==> src/rtl/rfts_pkg.sv <==
package rfts_pkg;
  typedef enum logic [1:0] {
    SRC_NONE = 2'd0,
    SRC_RX   = 2'd1,
    SRC_TX   = 2'd2,
    SRC_MON  = 2'd3
  } src_e;

  typedef struct packed {
    logic vld;
    src_e src;
  } trig_t;

  localparam int N_SRC  = 3;
  // channel index doubles as release priority (lowest first)
  localparam int N_CH   = 3;
  localparam int CH_OFF = 0;
  localparam int CH_ON  = 1;
  localparam int CH_FG  = 2;
endpackage

==> src/rtl/rfts_match.sv <==
module rfts_match
  import rfts_pkg::*;
#(
  parameter int CNT_W     = 13,
  parameter int AGC_W     = 5,
  parameter int FRAME_LEN = 5000,
  parameter int LEAD      = 1024,
  parameter int STEP      = 32
) (
  input  logic [CNT_W-1:0]            cnt_i,
  input  logic [N_SRC-1:0][CNT_W-1:0] start_i,
  input  logic [AGC_W-1:0]            agc_i,
  output trig_t                       fg_ev_o,
  output trig_t                       on_ev_o
);
  localparam int SUM_W = CNT_W + 2;

  logic [N_SRC-1:0] fg_hit, on_hit;
  logic [SUM_W-1:0] lead_amt;

  assign lead_amt = SUM_W'(LEAD) - SUM_W'(agc_i) * SUM_W'(STEP);

  for (genvar s = 0; s < N_SRC; s++) begin : g_src
    logic [SUM_W-1:0] raw, tgt;
    assign raw = SUM_W'(start_i[s]) + lead_amt;
    assign tgt = (raw >= SUM_W'(FRAME_LEN)) ? raw - SUM_W'(FRAME_LEN) : raw;
    assign fg_hit[s] = (cnt_i == start_i[s]);
    assign on_hit[s] = (SUM_W'(cnt_i) == tgt);
  end

  // lowest source index wins the tag
  always_comb begin
    fg_ev_o = '0;
    on_ev_o = '0;
    for (int s = N_SRC - 1; s >= 0; s--) begin
      if (fg_hit[s]) fg_ev_o = '{vld: 1'b1, src: src_e'(s + 1)};
      if (on_hit[s]) on_ev_o = '{vld: 1'b1, src: src_e'(s + 1)};
    end
  end
endmodule

==> src/rtl/rfts_burst_mon.sv <==
module rfts_burst_mon
  import rfts_pkg::*;
(
  input  logic       clk_i,
  input  logic       rst_ni,
  input  logic       burst_i,
  input  logic [1:0] tag_i,
  output trig_t      off_ev_o
);
  logic burst_q;
  src_e tag_q;

  always_ff @(posedge clk_i or negedge rst_ni) begin
    if (!rst_ni) begin
      burst_q <= 1'b0;
      tag_q   <= SRC_NONE;
    end else begin
      burst_q <= burst_i;
      if (burst_i) tag_q <= src_e'(tag_i);
    end
  end

  always_comb begin
    off_ev_o = '0;
    if (burst_q && !burst_i && (tag_q == SRC_RX || tag_q == SRC_MON))
      off_ev_o = '{vld: 1'b1, src: tag_q};
  end
endmodule

==> src/rtl/rfts_arb.sv <==
module rfts_arb
  import rfts_pkg::*;
(
  input  logic                 clk_i,
  input  logic                 rst_ni,
  input  logic                 hold_i,
  input  trig_t [N_CH-1:0]     ev_i,
  output trig_t [N_CH-1:0]     trig_o
);
  trig_t [N_CH-1:0] pend_q, cand, pend_d, out_d;
  logic             found;

  always_comb begin
    found  = 1'b0;
    out_d  = '0;
    for (int c = 0; c < N_CH; c++) begin
      cand[c]   = pend_q[c].vld ? pend_q[c] : ev_i[c];
      pend_d[c] = cand[c];
      if (!hold_i && !found && cand[c].vld) begin
        found     = 1'b1;
        out_d[c]  = cand[c];
        pend_d[c] = '0;
      end
    end
  end

  always_ff @(posedge clk_i or negedge rst_ni) begin
    if (!rst_ni) begin
      pend_q <= '0;
      trig_o <= '0;
    end else begin
      pend_q <= pend_d;
      trig_o <= out_d;
    end
  end
endmodule

==> src/rtl/rf_trig_sched.sv <==
module rf_trig_sched
  import rfts_pkg::*;
#(
  parameter int CNT_W     = 13,
  parameter int AGC_W     = 5,
  parameter int FRAME_LEN = 5000,
  parameter int LEAD      = 1024,
  parameter int STEP      = 32
) (
  input  logic             clk_i,
  input  logic             rst_ni,
  input  logic [CNT_W-1:0] qb_cnt_i,
  input  logic [CNT_W-1:0] rx_start_i,
  input  logic [CNT_W-1:0] tx_start_i,
  input  logic [CNT_W-1:0] mon_start_i,
  input  logic [AGC_W-1:0] agc_start_i,
  input  logic             burst_active_i,
  input  logic [1:0]       burst_tag_i,
  output logic             fg_trig_o,
  output logic [1:0]       fg_tag_o,
  output logic             dac_on_trig_o,
  output logic [1:0]       dac_on_tag_o,
  output logic             dac_off_trig_o,
  output logic [1:0]       dac_off_tag_o
);
  logic [N_SRC-1:0][CNT_W-1:0] starts;
  trig_t                       fg_ev, on_ev, off_ev;
  trig_t [N_CH-1:0]            ev, trig;

  assign starts = {mon_start_i, tx_start_i, rx_start_i};

  rfts_match #(
    .CNT_W(CNT_W), .AGC_W(AGC_W), .FRAME_LEN(FRAME_LEN), .LEAD(LEAD), .STEP(STEP)
  ) u_match (
    .cnt_i   (qb_cnt_i),
    .start_i (starts),
    .agc_i   (agc_start_i),
    .fg_ev_o (fg_ev),
    .on_ev_o (on_ev)
  );

  rfts_burst_mon u_burst (
    .clk_i    (clk_i),
    .rst_ni   (rst_ni),
    .burst_i  (burst_active_i),
    .tag_i    (burst_tag_i),
    .off_ev_o (off_ev)
  );

  always_comb begin
    ev         = '0;
    ev[CH_OFF] = off_ev;
    ev[CH_ON]  = on_ev;
    ev[CH_FG]  = fg_ev;
  end

  rfts_arb u_arb (
    .clk_i  (clk_i),
    .rst_ni (rst_ni),
    .hold_i (burst_active_i),
    .ev_i   (ev),
    .trig_o (trig)
  );

  assign fg_trig_o      = trig[CH_FG].vld;
  assign fg_tag_o       = trig[CH_FG].src;
  assign dac_on_trig_o  = trig[CH_ON].vld;
  assign dac_on_tag_o   = trig[CH_ON].src;
  assign dac_off_trig_o = trig[CH_OFF].vld;
  assign dac_off_tag_o  = trig[CH_OFF].src;
endmodule

==> config.mk <==
export PLATFORM = sky130hd
export DESIGN_NAME = rf_trig_sched
export DESIGN_NICKNAME = d
export VERILOG_FILES = /design/src/rtl/rfts_pkg.sv /design/src/rtl/rfts_match.sv /design/src/rtl/rfts_burst_mon.sv /design/src/rtl/rfts_arb.sv /design/src/rtl/rf_trig_sched.sv
export SDC_FILE = /design/constraint.sdc
export NUM_CORES = 1
export LEC_CHECK = 0
export ABC_AREA = 1
export BUFFER_PORTS_ARGS = -buffer_cell sky130_fd_sc_hd__clkbuf_2
export CORE_MARGIN = 2
export CORE_UTILIZATION = 45
export CTS_BUF_LIST = sky130_fd_sc_hd__clkbuf_4 sky130_fd_sc_hd__clkbuf_8
export DETAILED_ROUTE_END_ITERATION = 12
export GPL_TIMING_DRIVEN = 1
export PLACE_DENSITY = 0.73
export SETUP_SLACK_MARGIN = 0.3
export SYNTH_ARGS = -nofsm -noshare
export SYNTH_HDL_FRONTEND = slang
export SYNTH_SLANG_ARGS = --single-unit
==> constraint.sdc <==
create_clock -name clk_i -period 1.5 [get_ports clk_i]
set_input_delay 0.15 -clock clk_i [delete_from_list [all_inputs] [get_ports clk_i]]
set_output_delay 0.15 -clock clk_i [all_outputs]
set_load 0.03 [all_outputs]
==> metrics.md <==
| Metric | Value |
|---|---|
| Initial antenna violation count | 0 |
| Fillers | roughly 700 |
| I/O pin total | slightly above 70 |
| Arrival @ worst endpoint | approximately 3.3 ns |
| Number of port buffers | 70 |
| Seq/Total Area, Yosys | a little over an eighth |
| Die Width | 97.81 um |
| Worst endpoint required time | roughly 1.7 ns |
| Num CTS Buffers | 3 |
| Clk sink count | 21 |
| Worst setup margin | -1.592 ns |
| R2R Setup Slk | 0.26 ns |
| DR WL/cell | approximately 15 um |
| Cells after DPL | between 1000 and 1500 |
| Post-Syn Instances | slightly below 700 |
| # DRC | 0 |
| Final hold vios | 0 |
| #FFs+latches synth | 21 |
| Global-route wire length before repair | ~24000 um |
| Post-synth top cells | 227 x nand2_1, 111 x inv_1, 77 x nor2_1 |
| Dpl ws | -2.058 ns |
| Final std cells w/o fill | roughly 1000 |
| Clk pin slew, worst setup/hold paths | 0.07 ns |
| Number of synthesized flops with an enable pin | 0 |
| Count of final max-slew check failures | 0 |
| Outcome | complete, but fails checks |
| LEAKAGE | roughly 3.6 nW |
| Cell Area, Synth | 3960 sq um |
| Worst vdd ir | around 280 uV |
| Post-DRT Antenna Nets | 0 |
| Worst-Margin Slew | ~0.5 ns |
| DR vias/cell | about 5.2 |
| Via Count | 5401 |
| Pre-Repair DR Iteration Count | 5 |
| Simple-Gate Fraction of Synth Area | roughly half |
| Kind of critical path | input pin to register |
| Compound-Gate Fraction of Synth Area | 6.161% |
| TritonCTS clock tree | built |
| # rows | 34 |
| Die Area | around 9600 sq um |
| Syn_nets | roughly 780 |
| Max Fanout on Critical Path | 8 |
| Post-route cell area | between 6000 and 7000 sq um |
| WL met2 | ~7500 um |
| Async SR Flop Fraction | 100.0% |
| Post-route minimum period | ~3.1 ns |
| Placed Area | about 5600 sq um |
| CTS max path bufs | 2 |
| Main combinational cell family by area after synthesis | simple AND/OR/NAND/NOR gates |
| Synth warnings | 0 |
| CP Capture Type | register |
| Multi-input gate area | around 3500 sq um |
| Die Ht | between 90 and 100 um |
| Largest net degree at the start of global routing | 22 |
| Adder and majority gate portion of the synthesized area | 8.468% |
| All-Layer GR Usage | between 30% and 40% |
| Wl on met1 | 6198 um |
| Initial core utilization | 45.86% |
| Max H-tree Level | 1 |
| Layout cells sized above 1 | 37.58% |
| Sum Neg Setup Slack | -18.34 ns |
| Core ar. | 8636 sq um |
| PD cells | between 600 and 700 nW/um^2 |
| Slew HR | between 60% and 70% |
| Clock skew | about 0.0014 ns |
| Failing checks | negative setup slack |
| RSZ-0062 raised after global routing | true |
| Ys flop type | dfrtp_1 |
| Fin nets | roughly 1000 |
| Mux contribution to synthesized area | 0% |
| Antenna cells | 0 |
| Synthesized area per cell | 5.723 sq um |
| Register area | between 500 and 600 sq um |
| Total Wirelength | between 15000 and 20000 um |
| Insertion delay to the later sink of the worst-skew pair | about 0.26 ns |
| Largest cells by area after synthesis | nand2_1 22%, dfrtp_1 13%, inv_1 11%, nor2_1 7.3%, ha_1 7.0% |
| Synth Area in XOR/XNOR | roughly an eighth |
| Post-synth cell types | 38 |
| Achievable Freq | between 300 and 400 MHz |
| Finish-stage setup viols | 12 |
| Metal3 WL | roughly 980 um |
| Max Cap Viol | 0 |
| DR top layer | met4 |
| Min-delay worst type | input pin to register |
| Leading area contributor after synthesis | nand2_1 |
| Fin crit share | 206.1% |
| First DRT Iteration DRCs | 285 |
| Critical Path Start Type | input pin |
| GRT overflow | 0 |
| Area delta synth->final | 58.89% |
| Hpwl dp | between 10000 and 15000 um |
| Vias in the first global route | approximately 5300 |
| Count leader, synth | nand2_1 |
| Root Driver | clkbuf_8 |
| RePlAce Congestion | roughly 1 |
| Yosys top cell area share | between 20% and 30% |
-- critical path: stages --
cell	delay, ns
clkbuf_2	0.09
inv_1	0.14
nand3_4	0.12
xor2_2	0.21
inv_2	0.08
buf_4	0.15
ha_4	0.31
nand2_1	0.06
nor2_1	0.11
nand2_1	0.09
nand3_2	0.09
nand2_4	0.07
nand2_4	0.08
nand2_4	0.07
a21oi_4	0.25
nand3_4	0.18
nand3b_1	0.13
nand2_1	0.06
nor2_1	0.09
nand2_1	0.06
nor2_1	0.13
nand3_2	0.16
nand2_4	0.14
nand2_2	0.08
nand2_1	0.08
nand2_1	0.06
inv_1	0.06
-- through the flow --
stage	utilization, %	total power, mW	hold WS [ns]
after floorplan	-	2.051	-0.1456
after global placement	65.07	3.012	0.1221
after detailed placement	65.07	3.083	0.1429
after CTS	69.52	3.608	0.1020
after global routing	72.86	4.191	0.1177
final	72.86	3.878	0.1020
-- final timing paths --
check / start / endpoint / cells after the start
max: agc_start_i[2] / u_arb.pend_q[4] / 27
min: burst_tag_i[0] / u_burst.tag_q[0] / 3
max reg2reg: u_arb.pend_q[2] / u_arb.pend_q[3] / 7
min reg2reg: u_burst.tag_q[0] / u_burst.tag_q[0] / 2
max in group asynchronous: rst_ni / u_arb.trig_o[6] / 2
min in group asynchronous: rst_ni / u_arb.pend_q[0] / 2
-- layout make-up --
type	instances	share of cell area, %
Clock buffer	4	0.7755
Inverter	112	6.960
Multi-Input combinational cell	556	55.18
Sequential cell	21	8.352
Tap cell	108	2.148
Timing Repair Buffer	241	26.59
-- where the power goes --
part | internal (mW) | switching (mW)
clock network | 0.207 | 0.175
logic | 1.33 | 1.59
registers | 0.575 | 0.00325
-- sequential cells by signal, indices dropped and copies added, names as in the netlist --
name / flops
u_burst.burst_q: 1
u_burst.tag_q: 2
u_arb.trig_o: 9
u_arb.pend_q: 9
-- metal layers --
metal	track usage [%]	vias up
li1	-	2672
met1	38.92	2463
met2	55.38	224
met3	2.219	42
met4	10.15	0
met5	0	-
-- cells by family (layout without fill, tap and decap cells) --
group                    after synthesis  after routing
XOR/XNOR                              54             54
AND/OR/NAND/NOR                      430            434
flip-flops                            21             21
adder cells (fa/ha/maj)               25             25
buffers and inverters                119            357
AO/OA/AOI/OAI                         43             43
-- what timing repair did --
item                                    in CTS  in global routing
hold endpoints to repair                    21                  0
setup buffers                                9                  9
endpoints found under the setup margin      12                 12
resized for setup                           46                 55
pin swaps                                   28                 29
cloned                                       3                  1
hold buffers                                 1                  0
-- cells in the final DEF (no fill, tap or decap), types with 3 or more instances in the layout --
master	count
nand2_1	201
buf_4	168
inv_1	106
clkbuf_2	68
nor2_1	61
nand3_1	42
xor2_1	29
nand4_1	26
nand2_2	24
xnor2_1	22
dfrtp_1	21
nor2_2	16
ha_1	14
a21oi_1	12
nand3b_1	12
nand3_2	10
o21ai_0	10
nand2_4	10
nor3_1	8
nand3_4	8
ha_4	8
o21ai_1	7
or2_2	7
inv_2	4
a21oi_2	4
clkbuf_8	4
nor2_4	3
fa_1	3
No activity file was read; power rests on OpenSTA's default activity.
